[config.mk]
export PLATFORM = sky130hd
export DESIGN_NAME = column_compress_gp
export DESIGN_NICKNAME = d
export VERILOG_FILES = /design/src/rtl/cct_pkg.sv /design/src/rtl/cct_fa.sv /design/src/rtl/cct_gp_cell.sv /design/src/rtl/cct_reduce_array.sv /design/src/rtl/column_compress_gp.sv
export SDC_FILE = /design/constraint.sdc
export NUM_CORES = 1
export LEC_CHECK = 0
export ABC_AREA = 1
export BUFFER_PORTS_ARGS = -buffer_cell sky130_fd_sc_hd__buf_4
export CORE_MARGIN = 5
export CORE_UTILIZATION = 48
export DETAILED_ROUTE_END_ITERATION = 10
export PLACE_DENSITY = 0.95
export SKIP_LAST_GASP = 1
export SLEW_MARGIN = 15
export SYNTH_ARGS = -nofsm -noshare
export SYNTH_HDL_FRONTEND = slang
export SYNTH_SLANG_ARGS = --single-unit
[constraint.sdc]
create_clock -name vclk -period 6.53
set_input_delay 0 -clock vclk [all_inputs]
set_output_delay 0 -clock vclk [all_outputs]
set_load 0.005 [all_outputs]
[src/rtl/cct_pkg.sv]
`timescale 1ns/1ps
package cct_pkg;

  function automatic int rowCount(input int w);
    return w / 2 + 1;
  endfunction

  function automatic int rowSpan(input int w);
    return w + 2;
  endfunction

  function automatic int inCols(input int w);
    return 2 * (rowCount(w) - 1) + rowSpan(w);
  endfunction

  // Bits in column c from the recoded row layout (rows plus negate bits)
  function automatic int colHeight(input int w, input int c);
    int cnt;
    cnt = 0;
    for (int r = 0; r < rowCount(w); r++) begin
      if (c >= 2 * r && c < 2 * r + rowSpan(w)) cnt++;
      if (c == 2 * r) cnt++;
    end
    return cnt;
  endfunction

  function automatic int colOffset(input int w, input int c);
    int off;
    off = 0;
    for (int j = 0; j < c; j++) off += colHeight(w, j);
    return off;
  endfunction

  function automatic int totalBits(input int w);
    return colOffset(w, inCols(w));
  endfunction

  function automatic int bitColumn(input int w, input int idx);
    int col;
    col = 0;
    for (int c = 0; c < inCols(w); c++) begin
      if (idx >= colOffset(w, c) && idx < colOffset(w, c) + colHeight(w, c)) col = c;
    end
    return col;
  endfunction

  // Full adders needed to bring n bits down to at most two
  function automatic int faNeeded(input int n);
    return (n > 2) ? (n - 1) / 2 : 0;
  endfunction

  // Carries leaving column c (one per full adder in that column)
  function automatic int carriesOut(input int w, input int c);
    int k;
    k = 0;
    for (int j = 0; j <= c; j++) k = faNeeded(colHeight(w, j) + k);
    return k;
  endfunction

  function automatic int outCols(input int w);
    int cols;
    cols = inCols(w);
    for (int j = inCols(w); j < inCols(w) + 64; j++) begin
      if (j == cols && carriesOut(w, j - 1) > 0) cols = j + 1;
    end
    return cols;
  endfunction

  function automatic int carryBase(input int w, input int c);
    int b;
    b = 0;
    for (int j = 0; j < c; j++) b += carriesOut(w, j);
    return b;
  endfunction

endpackage

[src/rtl/cct_fa.sv]
`timescale 1ns/1ps
module cct_fa (
  input  logic inA,
  input  logic inB,
  input  logic inC,
  output logic sumOut,
  output logic carryOut
);
  logic halfX;
  assign halfX    = inA ^ inB;
  assign sumOut   = halfX ^ inC;
  assign carryOut = halfX ? inC : inA;
endmodule

[src/rtl/cct_gp_cell.sv]
`timescale 1ns/1ps
module cct_gp_cell (
  input  logic bitX,
  input  logic bitY,
  output logic genBit,
  output logic propBit
);
  assign propBit = bitX ^ bitY;
  assign genBit  = bitX & bitY;
endmodule

[src/rtl/cct_reduce_array.sv]
`timescale 1ns/1ps
module cct_reduce_array import cct_pkg::*; #(
  parameter  int OP_WIDTH  = 8,
  localparam int BITS_W    = totalBits(OP_WIDTH),
  localparam int OUT_COLS  = outCols(OP_WIDTH),
  localparam int CARRY_TOT = carryBase(OP_WIDTH, OUT_COLS),
  localparam int CARRY_W   = (CARRY_TOT > 0) ? CARRY_TOT : 1
) (
  input  logic [BITS_W-1:0]   bitsIn,
  output logic [OUT_COLS-1:0] genOut,
  output logic [OUT_COLS-1:0] propOut
);

  logic [CARRY_W-1:0] carryBus;

  for (genvar c = 0; c < OUT_COLS; c++) begin : g_col
    localparam int H     = colHeight(OP_WIDTH, c);
    localparam int KIN   = (c == 0) ? 0 : carriesOut(OP_WIDTH, c - 1);
    localparam int N     = H + KIN;
    localparam int F     = faNeeded(N);
    localparam int OFF   = colOffset(OP_WIDTH, c);
    localparam int COFF  = carryBase(OP_WIDTH, c);
    localparam int CIOFF = (c == 0) ? 0 : carryBase(OP_WIDTH, c - 1);

    if (N == 0) begin : g_empty
      assign genOut[c]  = 1'b0;
      assign propOut[c] = 1'b0;
    end else begin : g_live
      // Work list: incoming carries first, own bits next, adder sums appended
      logic [N+F-1:0] item;

      if (KIN > 0) begin : g_cin
        assign item[KIN-1:0] = carryBus[CIOFF +: KIN];
      end
      if (H > 0) begin : g_own
        assign item[KIN +: H] = bitsIn[OFF +: H];
      end

      for (genvar k = 0; k < F; k++) begin : g_fa
        cct_fa fa_i (
          .inA     (item[3*k]),
          .inB     (item[3*k+1]),
          .inC     (item[3*k+2]),
          .sumOut  (item[N+k]),
          .carryOut(carryBus[COFF+k])
        );
      end

      if (N - 2 * F == 2) begin : g_pair
        cct_gp_cell gp_i (
          .bitX   (item[3*F]),
          .bitY   (item[3*F+1]),
          .genBit (genOut[c]),
          .propBit(propOut[c])
        );
      end else begin : g_single
        cct_gp_cell gp_i (
          .bitX   (item[3*F]),
          .bitY   (1'b0),
          .genBit (genOut[c]),
          .propBit(propOut[c])
        );
      end
    end
  end

endmodule

[src/rtl/column_compress_gp.sv]
`timescale 1ns/1ps
module column_compress_gp import cct_pkg::*; #(
  parameter  int OP_WIDTH = 8,
  localparam int BITS_W   = totalBits(OP_WIDTH),
  localparam int OUT_COLS = outCols(OP_WIDTH)
) (
  input  logic [BITS_W-1:0]   bitsIn,
  output logic [OUT_COLS-1:0] genOut,
  output logic [OUT_COLS-1:0] propOut
);

  cct_reduce_array #(.OP_WIDTH(OP_WIDTH)) array_i (
    .bitsIn (bitsIn),
    .genOut (genOut),
    .propOut(propOut)
  );

endmodule

# Word level (Yosys, flattened, before mapping)

Cells that the tools add are included.

Output and inout port bits: 36
Word-level logic and storage cells: 106
Bits of input ports: 55
Bits in registers: 0

Bitwise operators: 74
Muxes and demuxes: 32

Operators by type and width:

| operator          | count |
|---|---|
| bitwise XOR 1 bit | 69 |
| 2-to-1 mux 1 bit  | 32 |
| AND 1 bit         | 5 |

# Longest topological paths before layout

Gate-level depths: netlist of the first run.

Depth after elaboration: 39
Mapped depth: 53
Mapped depth without buffers: 52

# By module

Synthesis of the first run repeated with hierarchy kept, for this count alone.

Cell total of the unflattened synthesis: 339
Area, all modules: 1710.4 µm²

By module, submodules not included:

| module           | cells each | sequential area each (µm²) | instances | area an instance (µm²) |
|---|---|---|---|---|
| cct_fa           | 10         | 0.0                        | 32        | 46.3 |
| cct_gp_cell      | 1          | 0.0                        | 18        | 12.5 |
| cct_reduce_array | 1          | 0.0                        | 1         | 3.8 |

# Least setup slack after synthesis of the first run

Ideal clock, no wire load.

Path kind: input to output
Start point: in bitsIn[3]
End point: out propOut[16]
Path slack: 1445 ps
Arrival: 5085 ps
Path buffers: 1
Stages: 49
Required time: 6530 ps
Cells stage by stage: o21ai_2 -> nand3_2 -> nand3_1 -> nand3_1 -> nand3_2 -> nand2_1 -> inv_2 -> nand3_2 -> nand3_4 -> nand2_2 -> nand2_2 -> nand3_2 -> nand3_4 -> nand3_2 -> nand3_2 -> nand2_1 -> nand2_2 -> nand2_1 -> (+13 left out) -> nand3_2 -> nand3_2 -> nand3_2 -> a21boi_2 -> or2_1 -> nand2_1 -> o21ai_1 -> fa_1 -> inv_1 -> a21oi_1 -> nand2_1 -> inv_1 -> nor2_1 -> nand2_1 -> nand2_1 -> maj3_1 -> ha_1 -> buf_4

Word-level cells in the longest chain between the ends: 39
Elaborated cells between the ends (all ways): 57
Those cells by class: mux (25); bitwise (32)

RTL lines:

| what                  | line                    | text |
|---|---|---|
| start, declared       | column_compress_gp.sv:7 | `input logic [BITS_W-1:0] bitsIn,` |
| bitwise XOR 1 bit     | cct_fa.sv:10            | `assign halfX = inA ^ inB;` |
| 2-to-1 mux 1 bit (*)  | cct_fa.sv:12            | `assign carryOut = halfX ? inC : inA;` |
| bitwise XOR 1 bit     | cct_fa.sv:10            |  |
| 2-to-1 mux 1 bit (*)  | cct_fa.sv:12            |  |
| bitwise XOR 1 bit     | cct_fa.sv:10            |  |
| bitwise XOR 1 bit     | cct_fa.sv:11            | `assign sumOut = halfX ^ inC;` |
| 2-to-1 mux 1 bit      | cct_fa.sv:12            |  |
| bitwise XOR 1 bit     | cct_fa.sv:10            |  |
| (+23 left out)        | -                       |  |
| bitwise XOR 1 bit     | cct_fa.sv:10            |  |
| bitwise XOR 1 bit     | cct_fa.sv:11            |  |
| 2-to-1 mux 1 bit      | cct_fa.sv:12            |  |
| bitwise XOR 1 bit     | cct_fa.sv:10            |  |
| 2-to-1 mux 1 bit (*)  | cct_fa.sv:12            |  |
| bitwise XOR 1 bit     | cct_fa.sv:10            |  |
| 2-to-1 mux 1 bit (*)  | cct_fa.sv:12            |  |
| bitwise XOR 1 bit (*) | cct_gp_cell.sv:8        | `assign propBit = bitX ^ bitY;` |
| end, declared         | column_compress_gp.sv:9 | `output logic [OUT_COLS-1:0] propOut` |

Every way passes the cells marked *; elsewhere a longest branch is shown, timed or not.

# Worst setup path after layout of the first run

Same ends and word-level chain as after synthesis.

==> impl_metrics.env, run 1 <==
export IMPL_core_sq_mm=0.00339
export IMPL_synthCells=274
export IMPL_hold_path_class="in -> out"
export IMPL_postRouteAntennaNets=0
export IMPL_finalHoldViolCount=0
export IMPL_fin_crit_sh_pct=87.5
export IMPL_ir_worst_vdd_mv=0.0763
export IMPL_power_density_mw_per_mm2=206
export IMPL_hold_depth=0
export IMPL_final_cell_area_sq_mm=0.00211
export IMPL_routedWlPerCell_um=9.39
export IMPL_die_y_um=69.8
export IMPL_antenna_found_initial=0
export IMPL_fin_ws_ns=0.816
export IMPL_gp_congestion=0.720
export IMPL_numPortBuffers=74
export IMPL_dp_hpwl_um=3280
export IMPL_critPathLaunchType="input pin"
export IMPL_cp_required_ns=6.53
export IMPL_max_freq_mhz=175
export IMPL_met2WireLength_um=1920
export IMPL_hold_start="bitsIn[54]"
export IMPL_slew_viol_final=0
export IMPL_slowest_stage="fa_1"
export IMPL_vias_per_cell=4.56
export IMPL_die_width_um=69.8
export IMPL_grt_start_max_net_pins=6
export IMPL_placed_area_sq_mm=0.00211
export IMPL_whs_ns=0.00000228
export IMPL_cp_common_cell="nand3_2"
export IMPL_dr_wl_met3_um=238
export IMPL_yosysMostFrequentCell="nand2_1"
export IMPL_seq_cells=0
export IMPL_ctsHoldBuffers=0
export IMPL_postCtsSetupRepairBufs=0
export IMPL_arrival_ns=5.71
export IMPL_crit_type="in -> out"
export IMPL_drv_cap=0
export IMPL_overflow=0
export IMPL_synth_yosys_seq_area_share_pct=0
export IMPL_n_antenna_cell=0
export IMPL_synth_distinct_cells=30
export IMPL_synth_area_sq_mm=0.00172
export IMPL_drive_gt1_share_pct=42.6
export IMPL_power_uw=434
export IMPL_firstDrtPassIters=4
export IMPL_ys_warnings_count=0
export IMPL_wl_um=3470
export IMPL_route_detailed_drc=0
export IMPL_finalNetCount=387
export IMPL_holdPathEnd="propOut[17]"
export IMPL_finalCriticalPeriod_ns=5.71
export IMPL_yosys_top_cells_count="56 x nand2_1, 37 x inv_1, 36 x buf_4, 25 x nand3_1, 25 x nand3_2"
export IMPL_synth_top_area_share_pct=15.7
export IMPL_syn_area_per_cell_sq_um=6.27
export IMPL_fin_setup_tns_ns=0
export IMPL_status="complete, no violations"
export IMPL_grt_pass1_vias=1499
export IMPL_num_vias=1686
export IMPL_cpPeakStageDelay_ns=0.55
export IMPL_grt_pass1_wl_um=5810
export IMPL_leakage_nw=1.28
export IMPL_seqCellArea_sq_um=0
export IMPL_die_area_sq_mm=0.00488
export IMPL_fillers=317
export IMPL_finalSetupViolations=0
export IMPL_pre_cts_ws_ns=0.785
export IMPL_crit_path_max_fanout=5
export IMPL_worst_setup_path_end_kind="primary output"
export IMPL_rows=21
export IMPL_multi_input_area_sq_mm=0.00134
export IMPL_met1Wirelength_um=1300
export IMPL_drtIter0Drc=36
export IMPL_synthTopCellsByArea="buf_4 16%, nand3_2 15%, nand2_1 12%, xor2_1 8.7%, inv_1 8.1%"
export IMPL_rsz0062_at_grt="no"
export IMPL_track_usage_pct=13.2
export IMPL_cts_resized_gates=0
export IMPL_routed_top_layer="met4"
export IMPL_initial_core_util_pct=50.7
export IMPL_area_growth_pct=22.6
export IMPL_ios=91
export IMPL_yosysTopAreaCell="buf_4"
export IMPL_nClkBuffers=0
-- how the worst max path moves through the flow --
stage / start / to / slack (ns)
floorplan: bitsIn[3] / propOut[16] / 1.44
CTS: bitsIn[3] / propOut[16] / 0.78
global route: bitsIn[3] / propOut[16] / 0.13
global placement: bitsIn[3] / propOut[16] / 1.04
detailed placement: bitsIn[3] / propOut[16] / 0.79
finish: bitsIn[3] / propOut[16] / 0.82
-- final cells by class --
type               count  area share (%)
multi-input cells    210            63.8
repair buffers        74            26.4
inverters             40            7.13
well taps             46            2.73
-- layout by cell type, fill, tap and decap left out, drive strengths merged --
cell type | Yosys | layout
nor2 | 12 | 12
a21boi | 6 | 6
nand3b | 1 | 1
ha | 5 | 5
conb | 1 | 13
xor2 | 18 | 18
a21oi | 4 | 4
nor3 | 1 | 1
nand3 | 52 | 52
o21ai | 5 | 5
buf | 36 | 74
fa | 1 | 1
nand4 | 1 | 1
inv | 40 | 40
or2 | 7 | 7
xnor2 | 2 | 2
nand2 | 80 | 80
maj3 | 2 | 2
-- critical path: cells and delay by family --
| kind | cells | cell delay [ns] |
|---|---|---|
| compound gates | 4 | 0.62 |
| fa+ha+maj | 3 | 1.18 |
| buf+inv | 5 | 0.46 |
| simple gates | 38 | 3.44 |
-- metrics by stage --
stage / std cells / utilization [%]
finish: 370 / 62.2
global placement: 370 / 62.2
global route: 370 / 62.2
floorplan: 286 / -
CTS: 370 / 62.2
detailed placement: 370 / 62.2
-- cell families (layout without fill, tap and decap cells) --
family / Yosys count / count (layout) / share of synthesized area [%]
adders and majority gates: 8 / 8 / 5.97
xor gates and xnor gates: 20 / 20 / 10.6
and+or+nand+nor: 154 / 154 / 52.4
other: 1 / 13 / 0.218
buffers and inverters: 76 / 114 / 24.5
AOI/OAI and AO/OA: 15 / 15 / 6.33
-- where the power goes --
group	switching, mW	internal (mW)
clock network	0	0
logic	0.230	0.204
registers	0	0
total	0.230	0.204
-- metal layers --
layer / global-route usage (%) / vias up
met5: 0 / -
met4: 1.28 / 0
met3: 2.17 / 2
met2: 27.5 / 37
met1: 13.9 / 734
li1: - / 913
Note: power is estimated with default switching activity, not from simulation.
==> inputs of run 2 (changes only) <==
--- a/config.mk
+++ b/config.mk
@@ -11,6 +11,7 @@
 export CORE_UTILIZATION = 48
 export DETAILED_ROUTE_END_ITERATION = 10
 export PLACE_DENSITY = 0.95
+export REMOVE_ABC_BUFFERS = 1
 export SKIP_LAST_GASP = 1
 export SLEW_MARGIN = 15
 export SYNTH_ARGS = -nofsm -noshare
==> impl_metrics.env, run 2 (same netlist as run 1, synthesis figures left out) <==
export IMPL_status="complete, no violations"
export IMPL_fillers=303
export IMPL_grt_start_max_net_pins=6
export IMPL_finalHoldViolCount=0
export IMPL_placed_area_sq_mm=0.00211
export IMPL_critPathLaunchType="input pin"
export IMPL_route_detailed_drc=0
export IMPL_n_antenna_cell=0
export IMPL_drtIter0Drc=45
export IMPL_cp_required_ns=6.53
export IMPL_slowest_stage="fa_1"
export IMPL_fin_crit_sh_pct=89.1
export IMPL_final_cells=370
export IMPL_drv_cap=0
export IMPL_max_freq_mhz=172
export IMPL_final_cell_area_sq_mm=0.00211
export IMPL_area_growth_pct=22.6
export IMPL_crit_type="in -> out"
export IMPL_drive_gt1_share_pct=42.6
export IMPL_die_area_sq_mm=0.00488
export IMPL_rows=21
export IMPL_postCtsSetupRepairBufs=0
export IMPL_numPortBuffers=74
export IMPL_finalSetupViolations=0
export IMPL_core_sq_mm=0.00339
export IMPL_ctsHoldBuffers=0
export IMPL_die_width_um=69.8
export IMPL_worst_setup_path_end_kind="primary output"
export IMPL_gp_congestion=0.756
export IMPL_wl_um=3720
export IMPL_nClkBuffers=0
export IMPL_rsz0062_at_grt="no"
export IMPL_holdPathEnd="propOut[17]"
export IMPL_finalCriticalPeriod_ns=5.82
export IMPL_dp_hpwl_um=3480
export IMPL_arrival_ns=5.82
export IMPL_ir_worst_vdd_mv=0.119
export IMPL_num_vias=1741
export IMPL_power_density_mw_per_mm2=207
export IMPL_antenna_found_initial=0
export IMPL_hold_depth=0
export IMPL_ios=91
export IMPL_leakage_nw=1.28
export IMPL_postRouteAntennaNets=0
export IMPL_slew_viol_final=0
export IMPL_routedWlPerCell_um=10.1
export IMPL_hold_start="bitsIn[54]"
export IMPL_seq_cells=0
export IMPL_crit_path_max_fanout=5
export IMPL_slew_headroom_pct=65.0
export IMPL_die_y_um=69.8
export IMPL_fin_setup_tns_ns=0
export IMPL_initial_core_util_pct=50.7
export IMPL_grt_pass1_vias=1657
export IMPL_cts_resized_gates=0
export IMPL_final_cell_mix="74 x buf_4, 56 x nand2_1, 37 x inv_1"
export IMPL_vias_per_cell=4.71
export IMPL_grt_pass1_wl_um=6470
export IMPL_seqCellArea_sq_um=0
export IMPL_cpPeakStageDelay_ns=0.54
export IMPL_firstDrtPassIters=4
export IMPL_track_usage_pct=14.8
export IMPL_finalNetCount=387
export IMPL_hold_path_class="in -> out"
export IMPL_worst_pin_slew_ns=0.520
export IMPL_cp_common_cell="nand3_2"
export IMPL_final_common_cell="buf_4"
export IMPL_numPlacedInstances=370
export IMPL_overflow=0
-- run 2: critical path, delay by kind of cell --
family | cells | cell delay, ns
simple gates | 35 | 3.46
fa+ha+maj | 3 | 1.17
compound gates | 4 | 0.66
buf+inv | 6 | 0.52
-- run 2: power breakdown --
group / internal [mW] / switching (mW)
clock network: 0 / 0
registers: 0 / 0
logic: 0.204 / 0.232
total: 0.204 / 0.232
-- run 2: how the worst max path moves through the flow --
stage	from	to	slack (ns)	cells after the start
floorplan	bitsIn[3]	propOut[16]	1.55	48
global placement	bitsIn[3]	propOut[16]	0.98	48
detailed placement	bitsIn[3]	propOut[16]	0.68	48
CTS	bitsIn[3]	propOut[16]	0.68	48
global route	bitsIn[3]	propOut[16]	0.01	48
finish	bitsIn[3]	propOut[16]	0.71	48
-- run 2: area by class of cell --
cell class / instances / area (sq um) / area share [%]
well taps: 46 / 57.6 / 2.73
inverters: 40 / 150 / 7.13
multi-input cells: 210 / 1340 / 63.8
repair buffers: 74 / 556 / 26.4
-- run 2: per-stage QoR --
step                      hold slack, ns  total power, mW  setup WS, ns  utilization (%)
after global routing           0.0000322            0.491        0.0141             62.2
after CTS                      0.0000346            0.440         0.677             62.2
after floorplan                        0            0.286          1.55                -
after detailed placement       0.0000346            0.438         0.681             62.2
final                          0.0000111            0.435         0.713             62.2
after global placement         0.0000346            0.422         0.979             62.2
-- run 2: routing by layer --
layer | up-vias | wire [um] | GRT usage [%]
met2 | 41 | 2110 | 31.5
met1 | 785 | 1370 | 15.5
met3 | 2 | 210 | 1.74
met5 | - | 0 | 0
li1 | 913 | - | -
met4 | 0 | 28 | 1.28
